## src/rtl/can_mode_pkg.sv

```systemverilog
package can_mode_pkg;
   typedef enum logic [2:0] {
      ST_RESYNC   = 3'd0,
      ST_RUN      = 3'd1,
      ST_FRZ_WAIT = 3'd2,
      ST_FROZEN   = 3'd3,
      ST_OFF_WAIT = 3'd4,
      ST_OFF      = 3'd5
   } mode_st_t;

   typedef struct packed {
      logic freeze_ack;
      logic sleep_ack;
      logic presc_run;
      logic clk_en;
      logic pins_quiet;
      logic errcnt_wr;
      logic restricted_acc;
   } mode_dec_t;
endpackage

```

## src/rtl/can_resync_ctr.sv

```systemverilog
module can_resync_ctr #(
   parameter int unsigned RUN_LEN   = 11,
   parameter bit          REC_LEVEL = 1'b1
) (
   input  logic clk,
   input  logic rst_n,
   input  logic clr,
   input  logic tick,
   input  logic rx,
   output logic done
);
   localparam int unsigned CW = $clog2(RUN_LEN + 1);
   localparam logic [CW-1:0] LIMIT = CW'(RUN_LEN);

   logic [CW-1:0] cnt_q;

   always_ff @(posedge clk) begin
      if (!rst_n || clr) begin
         cnt_q <= '0;
      end else if (tick) begin
         if (rx != REC_LEVEL)
            cnt_q <= '0;
         else if (cnt_q != LIMIT)
            cnt_q <= cnt_q + 1'b1;
      end
   end

   assign done = (cnt_q == LIMIT);
endmodule

```

## src/rtl/can_entry_gate.sv

```systemverilog
module can_entry_gate (
   input  logic clk,
   input  logic rst_n,
   input  logic arm,
   input  logic point,
   input  logic busy,
   output logic ready
);
   logic seen_q;

   always_ff @(posedge clk) begin
      if (!rst_n || !arm)
         seen_q <= 1'b0;
      else if (point)
         seen_q <= 1'b1;
   end

   assign ready = arm && (seen_q || point) && !busy;
endmodule

```

## src/rtl/can_mode_seq.sv

```systemverilog
module can_mode_seq
   import can_mode_pkg::*;
#(
   parameter int unsigned RESYNC_BITS = 11,
   parameter int unsigned IBIT_W      = 2,
   parameter int unsigned IFS_LAST    = 3,
   parameter bit          REC_LEVEL   = 1'b1
) (
   input  logic              clk,
   input  logic              rst_n,
   input  logic              halt_req,
   input  logic              dbg_halt,
   input  logic              freeze_en,
   input  logic              off_req,
   input  logic              stop_req,
   input  logic              pe_idle,
   input  logic              pe_intermission,
   input  logic              pe_err_passive,
   input  logic              pe_bus_off,
   input  logic [IBIT_W-1:0] ifs_bit_idx,
   input  logic              bit_tick,
   input  logic              rx_bit,
   input  logic              engine_busy,
   output logic              freeze_ack,
   output logic              sleep_ack,
   output logic              not_ready,
   output logic              presc_run,
   output logic              pe_clk_en,
   output logic              bm_clk_en,
   output logic              rx_ignore,
   output logic              tx_force_rec,
   output logic              errcnt_wr_en,
   output logic              errcnt_acc_en,
   output logic              timer_acc_en,
   output logic              mbuf_acc_en
);
   localparam logic [IBIT_W-1:0] LAST_IDX = IBIT_W'(IFS_LAST);

   generate
      if (RESYNC_BITS < 1) begin : g_bad_run
         $error("RESYNC_BITS must be at least 1");
      end
      if (IFS_LAST >= (1 << IBIT_W)) begin : g_bad_idx
         $error("IFS_LAST does not fit in IBIT_W");
      end
   endgenerate

   mode_st_t  st_q, st_d;
   logic      nr_q, nr_d;
   mode_dec_t dec;

   logic frz_req, frz_pt, off_pt, frz_ready, off_ready, run_done;

   assign frz_req = freeze_en && (halt_req || dbg_halt) && !off_req && !stop_req;
   assign frz_pt  = pe_idle || pe_intermission || pe_err_passive || pe_bus_off;
   assign off_pt  = pe_idle || pe_bus_off ||
                    (pe_intermission && bit_tick && (ifs_bit_idx == LAST_IDX) &&
                     (rx_bit == REC_LEVEL));

   can_entry_gate u_frz_gate (
      .clk   (clk),
      .rst_n (rst_n),
      .arm   (st_q == ST_FRZ_WAIT),
      .point (frz_pt),
      .busy  (engine_busy),
      .ready (frz_ready)
   );

   can_entry_gate u_off_gate (
      .clk   (clk),
      .rst_n (rst_n),
      .arm   (st_q == ST_OFF_WAIT),
      .point (off_pt),
      .busy  (engine_busy),
      .ready (off_ready)
   );

   can_resync_ctr #(
      .RUN_LEN   (RESYNC_BITS),
      .REC_LEVEL (REC_LEVEL)
   ) u_resync (
      .clk   (clk),
      .rst_n (rst_n),
      .clr   (st_q != ST_RESYNC),
      .tick  (bit_tick),
      .rx    (rx_bit),
      .done  (run_done)
   );

   always_comb begin
      st_d = st_q;
      unique case (st_q)
         ST_RESYNC: begin
            if (off_req)       st_d = ST_OFF_WAIT;
            else if (frz_req)  st_d = ST_FRZ_WAIT;
            else if (run_done) st_d = ST_RUN;
         end
         ST_RUN: begin
            if (off_req)       st_d = ST_OFF_WAIT;
            else if (frz_req)  st_d = ST_FRZ_WAIT;
         end
         ST_FRZ_WAIT: begin
            if (off_req)        st_d = ST_OFF_WAIT;
            else if (!frz_req)  st_d = nr_q ? ST_RESYNC : ST_RUN;
            else if (frz_ready) st_d = ST_FROZEN;
         end
         ST_FROZEN: begin
            if (off_req)       st_d = ST_OFF;
            else if (!frz_req) st_d = ST_RESYNC;
         end
         ST_OFF_WAIT: begin
            if (!off_req)       st_d = nr_q ? ST_RESYNC : ST_RUN;
            else if (off_ready) st_d = ST_OFF;
         end
         ST_OFF: begin
            if (!off_req)      st_d = ST_RESYNC;
         end
         default:              st_d = ST_RESYNC;
      endcase
   end

   always_comb begin
      nr_d = nr_q;
      if (st_d == ST_FROZEN || st_d == ST_OFF) nr_d = 1'b1;
      else if (st_d == ST_RUN)                 nr_d = 1'b0;
   end

   always_ff @(posedge clk) begin
      if (!rst_n) begin
         st_q <= ST_RESYNC;
         nr_q <= 1'b1;
      end else begin
         st_q <= st_d;
         nr_q <= nr_d;
      end
   end

   always_comb begin
      dec = '{freeze_ack: 1'b0, sleep_ack: 1'b0, presc_run: 1'b1, clk_en: 1'b1,
              pins_quiet: 1'b0, errcnt_wr: 1'b0, restricted_acc: 1'b1};
      if (st_q == ST_FROZEN) begin
         dec.freeze_ack = 1'b1;
         dec.presc_run  = 1'b0;
         dec.pins_quiet = 1'b1;
         dec.errcnt_wr  = 1'b1;
      end else if (st_q == ST_OFF) begin
         dec.sleep_ack      = 1'b1;
         dec.presc_run      = 1'b0;
         dec.clk_en         = 1'b0;
         dec.pins_quiet     = 1'b1;
         dec.restricted_acc = 1'b0;
      end
   end

   assign freeze_ack    = dec.freeze_ack;
   assign sleep_ack     = dec.sleep_ack;
   assign not_ready     = nr_q;
   assign presc_run     = dec.presc_run;
   assign pe_clk_en     = dec.clk_en;
   assign bm_clk_en     = dec.clk_en;
   assign rx_ignore     = dec.pins_quiet;
   assign tx_force_rec  = dec.pins_quiet;
   assign errcnt_wr_en  = dec.errcnt_wr;
   assign errcnt_acc_en = dec.restricted_acc;
   assign timer_acc_en  = dec.restricted_acc;
   assign mbuf_acc_en   = dec.restricted_acc;
endmodule

```

## config.mk

```make
export PLATFORM = sky130hd
export DESIGN_NAME = can_mode_seq
export DESIGN_NICKNAME = d
export VERILOG_FILES = /design/src/rtl/can_mode_pkg.sv /design/src/rtl/can_resync_ctr.sv /design/src/rtl/can_entry_gate.sv /design/src/rtl/can_mode_seq.sv
export SDC_FILE = /design/constraint.sdc
export NUM_CORES = 1
export LEC_CHECK = 0
export BUFFER_PORTS_ARGS = -buffer_cell sky130_fd_sc_hd__clkbuf_2
export CAP_MARGIN = 40
export CORE_MARGIN = 1.5
export CORE_UTILIZATION = 48
export CTS_CLUSTER_DIAMETER = 40
export DETAILED_ROUTE_END_ITERATION = 12
export GPL_TIMING_DRIVEN = 1
export MAX_ROUTING_LAYER = met4
export PLACE_DENSITY = 0.81
export SYNTH_ARGS = -nofsm -noshare
export SYNTH_HDL_FRONTEND = slang
export SYNTH_SLANG_ARGS = --single-unit
```

## constraint.sdc

```tcl
create_clock -name clk -period 4.13 [get_ports clk]
set_input_delay 1.239 -clock clk [delete_from_list [all_inputs] [get_ports clk]]
set_output_delay 1.239 -clock clk [all_outputs]
set_load 0.005 [all_outputs]
```

After elaboration in Yosys (flattened, before gate mapping). Cells that the tools add are included.

Reduce and logical (&&, ||, !) cells: 32. Add/sub/neg operators: 1. Eq/ne operators: 12. Multiplexer cells: 25. Bitwise gates (word level): 1.

Operator list (count): $mux 3 (13); $pmux 3 s6 (1); $logic_or 1x1->1 (12); $mux 4 (3); $logic_and 1x1->1 (10); $eq 3x2->1 const B (3); $eq 3x3->1 const B (3); $mux 1 (8); $eq 3x1->1 const B (2); $logic_not 1->1 (6); $add 4x1->4 const B (1); $eq 4x4->1 const B (1); $ne 4x4->1 const B (1); $logic_not 3->1 (1); $reduce_bool 3->1 (1); $eq 2x2->1 const B (1); $ne 2x1->1 const B (1); $reduce_and 2->1 (1); $reduce_or 2->1 (1); $not 1->1 (1).

Bits in registers: 10. Output and inout port bits: 12. Word-level logic and storage cells: 76. Bits of input ports: 16.

Longest topological paths before layout.
Depth after elaboration: 13. Depth in mapped cells: 6. Depth with buffers taken out: 6.

Cells and area by module. Synthesis repeated with hierarchy kept, for this count alone.

Cell total of the unflattened synthesis: 89. Area total of the unflattened synthesis: 715.7 um^2.

Modules (own cells, without submodules): can_mode_seq (sequential area each 80.1 um^2, cells each 54, instances 1, area each 409.1 um^2); can_resync_ctr (sequential area each 80.1 um^2, cells each 25, instances 1, area each 226.5 um^2); can_entry_gate (sequential area each 20.0 um^2, cells each 5, instances 2, area each 40.0 um^2).

Least setup slack after synthesis. No wires, ideal clock.

Path kind: input to register. Start point: input port off_req. End point: register nr_q, in the netlist not_ready. Arrival time: 2.401 ns. Path buffers: 1. Library setup time: 0.072 ns. Cell stages on the path: 6. Slack: 1.657 ns. Data required time: 4.058 ns. Cell sequence: buf_6 > or4b_4 > nor2_2 > a21oi_1 > o2111ai_2 > mux2i_1.

Cells in the longest elaborated chain, start to end: 9. Elaborated cells between the ends (all ways): 19. Classes of those cells: 3 x eq/ne; 11 x mux; 5 x reduce/logical.

RTL lines: from (decl) (line can_mode_seq.sv:14) `input logic off_req,`; $logic_not 1->1; $logic_and 1x1->1 (2 in a row) (line can_mode_seq.sv:54) `assign frz_req = freeze_en && (halt_req || dbg_halt) && !off_req && !stop_req;`; $mux 3, on equally long branches (2 in a row); $pmux 3 s6 * (line can_mode_seq.sv:92) `unique case (st_q)`; $eq 3x2->1 / $eq 3x3->1 (equally long branches) (line can_mode_seq.sv:124) `if (st_d == ST_FROZEN || st_d == ST_OFF) nr_d = 1'b1;`; $logic_or 1x1->1 (line can_mode_seq.sv:124); $reduce_or 2->1 (no source line); to (signal assigned) (line can_mode_seq.sv:134) `nr_q <= nr_d;`; to (decl) (line can_mode_seq.sv:49) `logic nr_q, nr_d;`.

Every way passes the cells marked *; elsewhere a longest branch is shown, timed or not. A chain may end at the register's enable or synchronous reset.

Final worst setup path.
Start point: register st_q[2]. End point: output port presc_run.

Cells in the longest elaborated chain, start to end: 3. Elaborated cells between the ends (all ways): 4. Classes of those cells: 2 x eq/ne; 2 x mux.

RTL lines: from (decl) (line can_mode_seq.sv:48) `mode_st_t st_q, st_d;`; from (signal assigned) (line can_mode_seq.sv:133) `st_q <= st_d;`; $eq 3x3->1 (line can_mode_seq.sv:146) `end else if (st_q == ST_OFF) begin`; $mux 4 (line can_mode_seq.sv:146); $mux 1 * (line can_mode_seq.sv:141) `if (st_q == ST_FROZEN) begin`; to (decl) (line can_mode_seq.sv:27) `output logic presc_run,`.

Marks and branches as above.

==> impl.org <==
** Outcome
- Status :: finished, final reports clean

** Logic synthesis
- Post-synthesis sequential area ratio :: 31.43%
- Largest family of logic cells by synthesized area :: simple AND/OR/NAND/NOR gates
- Count of state elements after synthesis :: 10
- Yosys warns :: 0
- When the netlist entered floorplanning its net count stood at 99.
- Of the total synthesized cell area, the portion taken by AND, OR, NAND and NOR gates is 35.95%.
- Mux cell area share after synthesis :: around 1.6%
- A synthesized cell averages 7.767 um^2.
- Xor and xnor area share after synthesis :: 1.375%
- The synthesized netlist devotes 15.13% of its cell area to compound gates.
- Post-synthesis instance area :: around 640 um^2
- The number of different library cells used by synthesis comes to 33.
- The cell count after synthesis came out at 82.
- Adder and majority gate portion of the synthesized area :: 1.965%

** STA
- Setup repair after global routing missed its margin :: no
- Endpoints failing setup :: 0
- Max Freq :: around 370 MHz
- Relative max-transition margin :: 70.64%
- The count of final max-slew check failures was 0.
- Post-route fraction of the period consumed by the critical path :: 65.88%
- Setup total negative slack on the finished layout was measured at 0 ps.
- Number of hold-slack violations in the final timing report :: 0
- In the post-route analysis, the smallest setup slack over all paths is 1409 ps.
- Final Critical Period :: 2721 ps
- Transition at the pin with the smallest max-transition slack :: 438.5 ps
- Clock skew on the completed layout was measured at about 0.28 ps.

** Global route
- Global route total overflow :: 0
- Vias in the first global route :: around 520
- Entering global routing, the biggest net connects 14 pins.
- The initial antenna violation count was 0.
- In the global route stage, overall resource usage came out at 20.41%.
- The first global-routing pass estimated 2042 um of wire.

** Worst hold path
- Launch instance of the worst min-delay path :: u_resync.cnt_q[1]$_SDFFE_PP0P_
- End of the worst hold path :: u_resync.cnt_q[1]$_SDFFE_PP0P_
- Worst min-delay path category :: flip-flop to flip-flop
- Number of stages on the worst hold path :: 2

** Cells and area
- The net count of the finished layout is 122.
- From synthesis to final layout, the design area changed by 19.45%.
- Layout cell share with drive strength beyond 1 :: between 30 and 40%
- Number of inserted diodes :: 0
- The layout has approximately 100 filler cells.

** Floorplan
- The die is 39.43 um wide.
- The die is 39.43 um tall.
- After floorplanning, the core was sized to cover 1171 um^2.
- During I/O placement, the number of pins put on the boundary was 28.
- Row Count :: 12
- Once the floorplan was initialized, standard cells occupied 54.38% of the core.
- Full die area :: 1554 um^2

** Worst setup path
- The critical path goes through nand3b_1, o21ai_1, inv_1, clkbuf_2.
- Reg-to-reg setup timing slack :: 2480 ps
- The worst register-to-register path ends at not_ready$_SDFFE_PP1N_.
- Data on the critical path is required at its endpoint by 2890 ps.
- R2R cell count :: 5
- Kind of start point of the critical path :: flip-flop
- Data arrives at the worst endpoint at 1480 ps.
- Maximum fanout encountered on the critical timing path :: 13
- Start-to-end type of the worst setup path :: flip-flop to output port
- Largest stage delay on the critical path :: 570 ps
- The slowest stage of the critical path belongs to the cell dfxtp_1.
- Nature of the critical path endpoint :: output port
- The most critical setup path has its startpoint at st_q[2]$_SDFF_PN0_.
- In this run the critical register-to-register path is launched from st_q[2]$_SDFF_PN0_.

** Route
- After detailed routing, the number of vias per cell comes to roughly 5.4.
- Post-detailed-route count of antenna-violating nets :: 0
- For this block, the initial DRC count from the detailed router was 15.
- Total Wirelength :: approximately 1300 um
- Across all layers, the routed design uses ~640 vias.
- Detailed Routing Iterations Pass 1 :: 4
- For this run, design rule violations remaining after detail routing come to 0.
- In the final routed layout, each cell accounts on average for between 10 and 15 um.

** Placed design
- Timing analysis after detailed placement gives a worst setup slack of 1529 ps.
- DP Wirelength :: 986 um
- During placement, the flow inserted port buffers numbering 27.
- RePlAce Congestion :: between 0.8 and 0.9

** Clock tree
- TritonCTS built the clock tree.
- Number of setup buffers added after CTS :: 0
- Number of buffers on the longest clock path :: 2
- Post-CTS sizing :: 0
- Root buf cell :: clkbuf_4
- Clock Sinks :: 10
- # hold bufs at CTS :: 0
- Clock slew at reported path FFs :: 70 ps
- The later pin in the worst-skew pair is clocked with a latency of 270 ps.
- CTS built an H-tree with a depth of 1.
- Inserted Clock Buffers :: 3

** Pwr
- Worst voltage drop across the vdd grid :: between 0.15 and 0.2 mV
- Summed over all cells, the static leakage comes to 0.3456 nW.
- Cell area power density :: 288.4 nW/um^2

** Job
- Max-cap violations in this run came to 0.
-- placed cells by master, fill, tap and decap left out --
| master | Yosys | routed |
|---|---|---|
| clkbuf_8 | 0 | 1 |
| nand2_1 | 7 | 7 |
| o21ai_0 | 3 | 3 |
| or3_1 | 2 | 2 |
| o21ai_1 | 1 | 1 |
| nand3_1 | 3 | 3 |
| mux2i_1 | 1 | 1 |
| o22ai_1 | 1 | 1 |
| inv_1 | 4 | 4 |
| ha_1 | 1 | 1 |
| nor2_1 | 8 | 8 |
| and2_1 | 1 | 1 |
| nor2b_1 | 2 | 2 |
| a32oi_1 | 1 | 1 |
| o211ai_1 | 1 | 1 |
| nor4b_1 | 2 | 2 |
| nor4_1 | 1 | 1 |
| dfxtp_1 | 10 | 10 |
| nand4_1 | 1 | 1 |
| nor3_1 | 4 | 4 |
| and3_1 | 1 | 1 |
| or4b_4 | 1 | 1 |
| nand2b_1 | 2 | 2 |
| o2111ai_2 | 1 | 1 |
| clkbuf_4 | 0 | 3 |
| a2111oi_0 | 1 | 1 |
| clkbuf_2 | 0 | 27 |
| nor3b_1 | 2 | 2 |
| nand3b_1 | 3 | 3 |
| a21oi_1 | 6 | 6 |
| nor2_2 | 1 | 1 |
| xor2_1 | 1 | 1 |
-- worst max path at each step --
| stage | end | slack (ps) | depth (start not counted) |
|---|---|---|---|
| floorplan | not_ready$_SDFFE_PP1N_ | 1660 | 6 |
| global placement | not_ready$_SDFFE_PP1N_ | 1580 | 6 |
| detailed placement | not_ready$_SDFFE_PP1N_ | 1530 | 6 |
| CTS | presc_run | 1410 | 4 |
| global route | presc_run | 1230 | 4 |
| finish | presc_run | 1410 | 4 |
-- through the flow --
step	power (mW)	util, %	cell area, um^2	instances	hold slack (ps)
2_1_floorplan	0.1215	-	636.9	82	448.8
3_3_place_gp	0.1320	61.86	724.4	114	463.0
3_5_place_dp	0.1325	61.86	724.4	114	473.1
4_1_cts	0.2205	64.96	760.7	118	482.4
5_1_grt	0.2299	64.96	760.7	118	518.6
6_report	0.2194	64.96	760.7	118	482.5
-- report_power, final --
part	internal, mW	total [mW]	leakage, nW	switching [mW]
clock	0.0536	0.0888	0.0210	0.0352
sequential	0.0990	0.103	0.0813	0.00407
combinational	0.0136	0.0275	0.243	0.0140
total	0.166	0.219	0.346	0.0533
-- routing by layer --
metal | part of all wire [%] | vias to the layer above | track usage [%] | wire length (um)
met5 | 0 | - | - | 0
met4 | 0.61 | 0 | 5.172 | 8
met3 | 8.1 | 2 | 8.523 | 106
met2 | 41 | 22 | 31.56 | 536
met1 | 50 | 279 | 24.32 | 649
li1 | - | 335 | - | -
-- cell families after synthesis --
group / Yosys count
AND/OR/NAND/NOR: 41
multiplexers: 1
flip-flops: 10
buffers and inverters: 13
AO/OA/AOI/OAI: 15
XOR/XNOR: 1
adder cells (fa/ha/maj): 1
-- final cells by class --
cell class	count	area, um^2	share of cell area (%)
multi-input cells	59	356.6	46.87
flip-flops and latches	10	200.2	26.32
inverters	4	15.01	1.974
clock buffers	4	36.28	4.770
repair buffers	27	135.1	17.76
well taps	14	17.52	2.303
-- critical path, delay by kind of cell (launching register included) --
kind	cells	cell delay, ps
and+or+nand+nor	1	270
DFF	1	570
AOI/OAI and AO/OA	1	200
buffers and inverters	2	170
-- Yosys cell counts --
cell type  number  area [um^2]
inv_1           4        15.01
nor3_1          4        20.02
nand2_1         7        26.28
buf_1           1        3.750
o21ai_1         1        5.000
xor2_1          1        8.760
nor2_1          8        30.03
a21oi_1         6        30.03
nor4_1          1        6.260
and2_1          1        6.260
mux2i_1         1        10.01
or4b_4          1        13.76
dfxtp_1        10        200.2
o22ai_1         1        6.260
and3_1          1        6.260
nand3b_1        3        22.52
nor2_2          1        6.260
a2111oi_0       1        8.760
nor2b_1         2        12.51
buf_2           1        5.000
buf_4           6        45.04
ha_1            1        12.51
or3_1           2        12.51
nand2b_1        2        12.51
nor4b_1         2        17.52
nor3b_1         2        15.01
o21ai_0         3        15.01
nand3_1         3        15.01
o2111ai_2       1        15.01
nand4_1         1        6.260
buf_6           1        11.26
a32oi_1         1        8.760
o211ai_1        1        7.510
-- state kept, by name (all words and copies together) (netlist names) --
register           cells
u_frz_gate.seen_q      1
st_q                   3
not_ready              1
u_resync.cnt_q         4
u_off_gate.seen_q      1
(Power assumes the default switching activity.)
